--- src/rtl/gpio_bank_pkg.sv ---
package gpio_bank_pkg;

    localparam int GPIO_W = 32;
    localparam int ADDR_W = 12;

    localparam logic [ADDR_W-1:0] BANK_BASE = 12'h100;

    typedef logic [GPIO_W-1:0] pin_vec_t;

    // Word index within the bank; the order is the fixed address map.
    typedef enum logic [2:0] {
        RS_OUT   = 3'd0,
        RS_DIR   = 3'd1,
        RS_BLINK = 3'd2,
        RS_POL   = 3'd3,
        RS_DIN   = 3'd4,
        RS_CAUSE = 3'd5,
        RS_EMASK = 3'd6,
        RS_LMASK = 3'd7
    } reg_sel_e;

    typedef struct packed {
        logic     hit;
        reg_sel_e sel;
    } reg_dec_t;

    typedef struct packed {
        pin_vec_t out_val;
        pin_vec_t dir;
        pin_vec_t blink;
        pin_vec_t pol;
        pin_vec_t edge_mask;
        pin_vec_t level_mask;
    } bank_cfg_t;

    localparam pin_vec_t DIR_RESET = '1;

    function automatic reg_dec_t decode_addr(input logic [ADDR_W-1:0] a);
        reg_dec_t r;
        r.hit = (a[ADDR_W-1:5] == BANK_BASE[ADDR_W-1:5]) && (a[1:0] == 2'b00);
        r.sel = reg_sel_e'(a[4:2]);
        return r;
    endfunction

    // Clear-by-zero with new edges taking priority.
    function automatic pin_vec_t merge_cause(input pin_vec_t cur,
                                             input pin_vec_t keep,
                                             input pin_vec_t rise);
        return (cur & keep) | rise;
    endfunction

endpackage

--- src/rtl/gpio_insync.sv ---
module gpio_insync
    import gpio_bank_pkg::*;
#(
    parameter int STAGES = 2
) (
    input  logic     clk,
    input  logic     rst,
    input  pin_vec_t pins,
    input  pin_vec_t pol,
    output pin_vec_t din,
    output pin_vec_t rise
);

    localparam int LAST = STAGES - 1;

    pin_vec_t stg [STAGES];
    pin_vec_t prev_q;

    generate
        if (STAGES < 2) begin : g_bad_depth
            initial $error("gpio_insync needs at least two stages");
        end
    endgenerate

    // Synchroniser flops carry no reset so they fill while reset is held.
    always_ff @(posedge clk) begin
        stg[0] <= pins;
        for (int k = 1; k < STAGES; k++) begin
            stg[k] <= stg[k-1];
        end
    end

    assign din = stg[LAST] ^ pol;

    // Polarity resets to 0, so the post-reset data-in equals the last stage.
    always_ff @(posedge clk) begin
        if (rst) prev_q <= stg[LAST];
        else     prev_q <= din;
    end

    assign rise = din & ~prev_q;

endmodule

--- src/rtl/gpio_blink_gen.sv ---
module gpio_blink_gen #(
    parameter int HALF = 12_500_000
) (
    input  logic clk,
    input  logic rst,
    output logic phase
);

    localparam int CNT_W = (HALF > 2) ? $clog2(HALF) : 1;
    localparam logic [CNT_W-1:0] WRAP = CNT_W'(HALF - 1);

    logic [CNT_W-1:0] cnt_q;

    generate
        if (HALF < 2) begin : g_bad_half
            initial $error("gpio_blink_gen needs HALF >= 2");
        end
    endgenerate

    always_ff @(posedge clk) begin
        if (rst) begin
            cnt_q <= '0;
            phase <= 1'b0;
        end else if (cnt_q == WRAP) begin
            cnt_q <= '0;
            phase <= ~phase;
        end else begin
            cnt_q <= cnt_q + 1'b1;
        end
    end

endmodule

--- src/rtl/gpio_regfile.sv ---
module gpio_regfile
    import gpio_bank_pkg::*;
(
    input  logic              clk,
    input  logic              rst,
    input  logic              wr_en,
    input  logic [ADDR_W-1:0] addr,
    input  pin_vec_t          wdata,
    input  pin_vec_t          din,
    input  pin_vec_t          rise,
    output bank_cfg_t         cfg_q,
    output pin_vec_t          cause_q,
    output pin_vec_t          rdata
);

    reg_dec_t dec;
    logic     wr_hit;
    pin_vec_t keep;

    assign dec    = decode_addr(addr);
    assign wr_hit = wr_en && dec.hit;
    assign keep   = (wr_hit && dec.sel == RS_CAUSE) ? wdata : '1;

    always_ff @(posedge clk) begin
        if (rst) begin
            cfg_q <= '{out_val: '0, dir: DIR_RESET, blink: '0, pol: '0,
                       edge_mask: '0, level_mask: '0};
        end else if (wr_hit) begin
            case (dec.sel)
                RS_OUT:   cfg_q.out_val    <= wdata;
                RS_DIR:   cfg_q.dir        <= wdata;
                RS_BLINK: cfg_q.blink      <= wdata;
                RS_POL:   cfg_q.pol        <= wdata;
                RS_EMASK: cfg_q.edge_mask  <= wdata;
                RS_LMASK: cfg_q.level_mask <= wdata;
                default:  ;
            endcase
        end
    end

    always_ff @(posedge clk) begin
        if (rst) cause_q <= '0;
        else     cause_q <= merge_cause(cause_q, keep, rise);
    end

    always_comb begin
        rdata = '0;
        if (dec.hit) begin
            case (dec.sel)
                RS_OUT:   rdata = cfg_q.out_val;
                RS_DIR:   rdata = cfg_q.dir;
                RS_BLINK: rdata = cfg_q.blink;
                RS_POL:   rdata = cfg_q.pol;
                RS_DIN:   rdata = din;
                RS_CAUSE: rdata = cause_q;
                RS_EMASK: rdata = cfg_q.edge_mask;
                RS_LMASK: rdata = cfg_q.level_mask;
                default:  rdata = '0;
            endcase
        end
    end

endmodule

--- src/rtl/gpio_irq_reduce.sv ---
module gpio_irq_reduce
    import gpio_bank_pkg::*;
#(
    parameter int GROUP_SIZE = 8,
    localparam int NUM_GROUPS = GPIO_W / GROUP_SIZE
) (
    input  pin_vec_t              level_term,
    input  pin_vec_t              edge_term,
    output logic [NUM_GROUPS-1:0] group_irq
);

    generate
        if (GPIO_W % GROUP_SIZE != 0) begin : g_bad_group
            initial $error("group size must divide the pin count");
        end
        for (genvar g = 0; g < NUM_GROUPS; g++) begin : g_grp
            assign group_irq[g] = |(level_term[g*GROUP_SIZE +: GROUP_SIZE] |
                                    edge_term[g*GROUP_SIZE +: GROUP_SIZE]);
        end
    endgenerate

endmodule

--- src/rtl/gpio_irq_bank.sv ---
module gpio_irq_bank
    import gpio_bank_pkg::*;
#(
    parameter int GROUP_SIZE  = 8,
    parameter int SYNC_STAGES = 2,
    parameter int BLINK_HALF  = 12_500_000,
    localparam int NUM_GROUPS = GPIO_W / GROUP_SIZE
) (
    input  logic                  clk,
    input  logic                  rst,
    input  logic                  wr_en,
    input  logic [ADDR_W-1:0]     addr,
    input  logic [GPIO_W-1:0]     wdata,
    output logic [GPIO_W-1:0]     rdata,
    input  logic [GPIO_W-1:0]     pins_in,
    output logic [GPIO_W-1:0]     pins_out,
    output logic [GPIO_W-1:0]     pins_oe,
    output logic [NUM_GROUPS-1:0] group_irq
);

    bank_cfg_t cfg_q;
    pin_vec_t  cause_q;
    pin_vec_t  din;
    pin_vec_t  rise_vec;
    logic      blink_phase;

    gpio_insync #(.STAGES(SYNC_STAGES)) u_sync (
        .clk  (clk),
        .rst  (rst),
        .pins (pins_in),
        .pol  (cfg_q.pol),
        .din  (din),
        .rise (rise_vec)
    );

    gpio_regfile u_regs (
        .clk     (clk),
        .rst     (rst),
        .wr_en   (wr_en),
        .addr    (addr),
        .wdata   (wdata),
        .din     (din),
        .rise    (rise_vec),
        .cfg_q   (cfg_q),
        .cause_q (cause_q),
        .rdata   (rdata)
    );

    gpio_blink_gen #(.HALF(BLINK_HALF)) u_blink (
        .clk   (clk),
        .rst   (rst),
        .phase (blink_phase)
    );

    gpio_irq_reduce #(.GROUP_SIZE(GROUP_SIZE)) u_reduce (
        .level_term (din & cfg_q.level_mask),
        .edge_term  (cause_q & cfg_q.edge_mask),
        .group_irq  (group_irq)
    );

    assign pins_out = (cfg_q.blink & {GPIO_W{blink_phase}}) |
                      (~cfg_q.blink & cfg_q.out_val);
    assign pins_oe  = ~cfg_q.dir;

endmodule

--- config.mk ---
export PLATFORM = sky130hd
export DESIGN_NAME = gpio_irq_bank
export DESIGN_NICKNAME = d
export VERILOG_FILES = /design/src/rtl/gpio_bank_pkg.sv /design/src/rtl/gpio_insync.sv /design/src/rtl/gpio_blink_gen.sv /design/src/rtl/gpio_regfile.sv /design/src/rtl/gpio_irq_reduce.sv /design/src/rtl/gpio_irq_bank.sv
export SDC_FILE = /design/constraint.sdc
export NUM_CORES = 1
export LEC_CHECK = 0
export ABC_AREA = 1
export BUFFER_PORTS_ARGS = -buffer_cell sky130_fd_sc_hd__clkbuf_2
export CORE_MARGIN = 4
export CORE_UTILIZATION = 40
export CTS_CLUSTER_DIAMETER = 150
export DETAILED_ROUTE_END_ITERATION = 8
export PLACE_DENSITY = 0.62
export SLEW_MARGIN = 25
export SYNTH_ARGS = -nofsm -noshare
export SYNTH_HDL_FRONTEND = slang
export SYNTH_HIERARCHICAL = 1
export SYNTH_SLANG_ARGS = --single-unit
--- constraint.sdc ---
create_clock -name clk -period 2.25 [get_ports clk]
set_clock_uncertainty 0.15 [all_clocks]
set_input_delay 0.225 -clock clk [delete_from_list [all_inputs] [get_ports clk]]
set_output_delay 0.225 -clock clk [all_outputs]
set_load 0.03 [all_outputs]
==> impl_metrics.tcl <==
set metrics [dict create \
    cts.sink_count 345 \
    synthSimpleGateAreaFrac_pct 29.1 \
    hold_path_class "in -> reg" \
    finalMaxSlewViolations 0 \
    die_height_um 211 \
    post_drt_via_cell_ratio 4.99 \
    synth.area.mux_share_pct 0 \
    worst-slew-pin-transition_ps 492 \
    rsz0062_at_grt "true" \
    grt_util_all_layers_pct 24.0 \
    yosysSeqAreaShare_pct 42.1 \
    route.final.wire_length_mm 55.2 \
    grt_start_max_net_pins 51 \
    synthesis.instances 2532 \
    number_of_warnings_issued_by_yosys 6 \
    place.detailed.hpwl_mm 36.2 \
    antenna_left 0 \
    cp-start-kind "flip-flop" \
    synth_top_family_by_area "simple AND/OR/NAND/NOR gates" \
    worstPathMaxFanout 3 \
    initial_antenna_violation_count 2 \
    period_needed_ps 2230 \
    power_density_mw_per_mm2 684 \
    num-nets-final 2861 \
    critPathKind "reg -> out" \
    syn-mean-instance-area_um2 6.48 \
    die_width_um 211 \
    critical_path_required_ps 1880 \
    final_cell_mix "nand2_1, inv_1, dfxtp_1" \
    synth-xor-area-share_pct 0.534 \
    clock_insertion_delay_worst_skew_ps 550 \
    report.final.hold_viol_count 0 \
    boundaryPins 179 \
    final.period_utilization_pct 99.2 \
    post_route_cells_drive_above_1_share_pct 19.5 \
    cts_made_buffers 40 \
    synth-adder-area-share_pct 0.0762 \
    max-clock-path-buffers 3 \
    setup_failing_eps_final 0 \
    worstPathArrival_ps 1860 \
    initialDrtViolationCount 1367 \
    firstDrtPassIters 6 \
    vias 16627 \
    power.static_leakage_nw 10.9 \
    fill_count 3982 \
    sum_of_negative_setup_slack_ps 0 \
    post_synth_num_cell_types 30 \
    synth_nets 2612 \
    final_common_cell "nand2_1" \
    cts_tree "done" \
    ir_drop_uv 503 \
    clkTransAtPathRegs_ps 60 \
    area_growth_syn_to_layout_pct 27.1 \
    syn-cell-area_mm2 0.0164 \
    grt_overflow_total 0 \
    max_slew_margin_pct 67.2 \
    remaining_drc_errors 0 \
    place_area_mm2 0.0181 \
    fmax_mhz 448 \
    post-route-util_pct 51.9 \
    htree_levels 2 \
    floorplan.core_area_mm2 0.0402 \
    dieArea_mm2 0.0443 \
    vias_in_the_first_global_route 15920 \
    diodes 0 \
    max-cap-violations 0 \
    synth_compound_area_share_pct 13.4 \
    start_util_pct 40.8 \
    regToRegSetupSlack_ps 120 \
    final_critical_path_setup_slack_ps 18.1 \
    postSynthRegisterBits 345 \
    number_of_buffer_cells_added_on_primary_ports 178 \
    number_of_placement_rows 73 \
    pre_cts_ws_ps 154 \
    routedWlPerCell_um 16.6 \
    end_kind "output port" \
    outcome "finished clean" \
    postLayoutCellArea_mm2 0.0209 \
    grt_pass1_wl_mm 85.4 \
    cts.root.buffer_cell "clkbuf_16" \
    finalWeightedCongestion 0.898 \
]
-- logic make-up (layout without fill, tap and decap cells) --
| logic type | after synthesis | after routing |
|---|---|---|
| flops | 345 | 345 |
| xor+xnor | 10 | 10 |
| simple gates | 1161 | 1161 |
| compound gates | 413 | 413 |
| fa+ha+maj | 1 | 1 |
| buf+inv | 602 | 879 |
-- worst max-delay path: stages, from the launching register on --
cell,delay (ps)
dfxtp_4,370
inv_2,40
nand2_2,60
nand2_2,70
inv_2,60
o21ai_1,60
o21ai_1,80
nor2_1,70
a21oi_2,270
clkbuf_8,230
-- power breakdown --
part	switching (mW)	leakage [nW]	internal [mW]
clock network	2.58	0.694	4.37
logic	0.607	7.34	0.344
registers	0.0974	2.84	6.27
total	3.29	10.9	11.0
-- worst paths after layout --
check                                  from                            end  cells after the start
setup / recovery  u_sync/stg[0][54]$_DFF_P_                      rdata[22]                      9
hold / removal                  pins_in[21]      u_sync/stg[0][21]$_DFF_P_                      2
setup reg to reg  u_sync/stg[0][56]$_DFF_P_  u_regs/cause_q[24]$_SDFF_PP0_                     15
hold reg to reg    u_sync/stg[0][4]$_DFF_P_      u_sync/stg[0][36]$_DFF_P_                      0
-- cells in the mapped netlist --
| library cell | count | share of area [%] |
|---|---|---|
| clkbuf_1 | 48 | 1.1 |
| o21ai_0 | 103 | 3.1 |
| buf_2 | 51 | 1.6 |
| xor2_1 | 6 | 0.32 |
| nand3_1 | 58 | 1.8 |
| buf_4 | 6 | 0.27 |
| o211ai_1 | 33 | 1.5 |
| o21bai_1 | 1 | 0.046 |
| buf_6 | 9 | 0.62 |
| a21oi_1 | 244 | 7.4 |
| nor2_8 | 1 | 0.12 |
| clkinv_1 | 1 | 0.023 |
| inv_1 | 475 | 11 |
| nand2_1 | 859 | 20 |
| dfxtp_1 | 345 | 42 |
| xnor2_1 | 4 | 0.21 |
| nor2_1 | 171 | 3.9 |
| nor2_2 | 5 | 0.19 |
| nand4_1 | 35 | 1.3 |
| and2_1 | 1 | 0.038 |
| inv_8 | 1 | 0.069 |
| ha_1 | 1 | 0.076 |
| nand3_4 | 6 | 0.64 |
| nand3b_1 | 3 | 0.14 |
| o22ai_1 | 32 | 1.2 |
| inv_2 | 10 | 0.23 |
| nor2_4 | 3 | 0.21 |
| nand3_2 | 17 | 1.0 |
| nand2_2 | 2 | 0.076 |
| buf_12 | 1 | 0.12 |
-- sequential cells by signal (all words and copies together) (netlist names) --
name and flops:
u_blink/phase 1, u_blink/cnt_q 24, u_regs/cause_q 32, u_sync/stg 64, u_regs/cfg_q 192, u_sync/prev_q 32
-- area by class of cell --
cell class              instances  area (µm²)  share of cell area (%)
clock buffers                  60        1210                    5.79
clock inverters                10         200                   0.960
inverters                     487        1840                    8.82
multi-input cells            1585        7410                    35.5
flip-flops and latches        345        6990                    33.5
well taps                     525         657                    3.15
repair buffers                322        2560                    12.3
-- stage by stage --
stage / power (mW) / hold slack (ps) / std cells
after global placement: 7.27 / 161 / 3186
after floorplan: 6.94 / 103 / 2532
after global routing: 14.8 / 160 / 3334
after detailed placement: 7.28 / 162 / 3186
after CTS: 14.4 / 140 / 3332
final: 14.3 / 164 / 3334
-- what timing repair did --
item                                    CTS  global route
endpoints found under the setup margin   34            37
endpoints found under the hold margin   231             0
resized for setup                        91           215
hold buffers                             65             0
pin swaps                                19            76
buffers inserted                         11             3
-- metal layers --
metal,track usage [%],part of all wire [%]
met5,0,0.040
met2,38.6,45
met1,32.4,43
met4,8.74,3.5
met3,4.15,8.7
No activity file was read; power rests on OpenSTA's default activity.
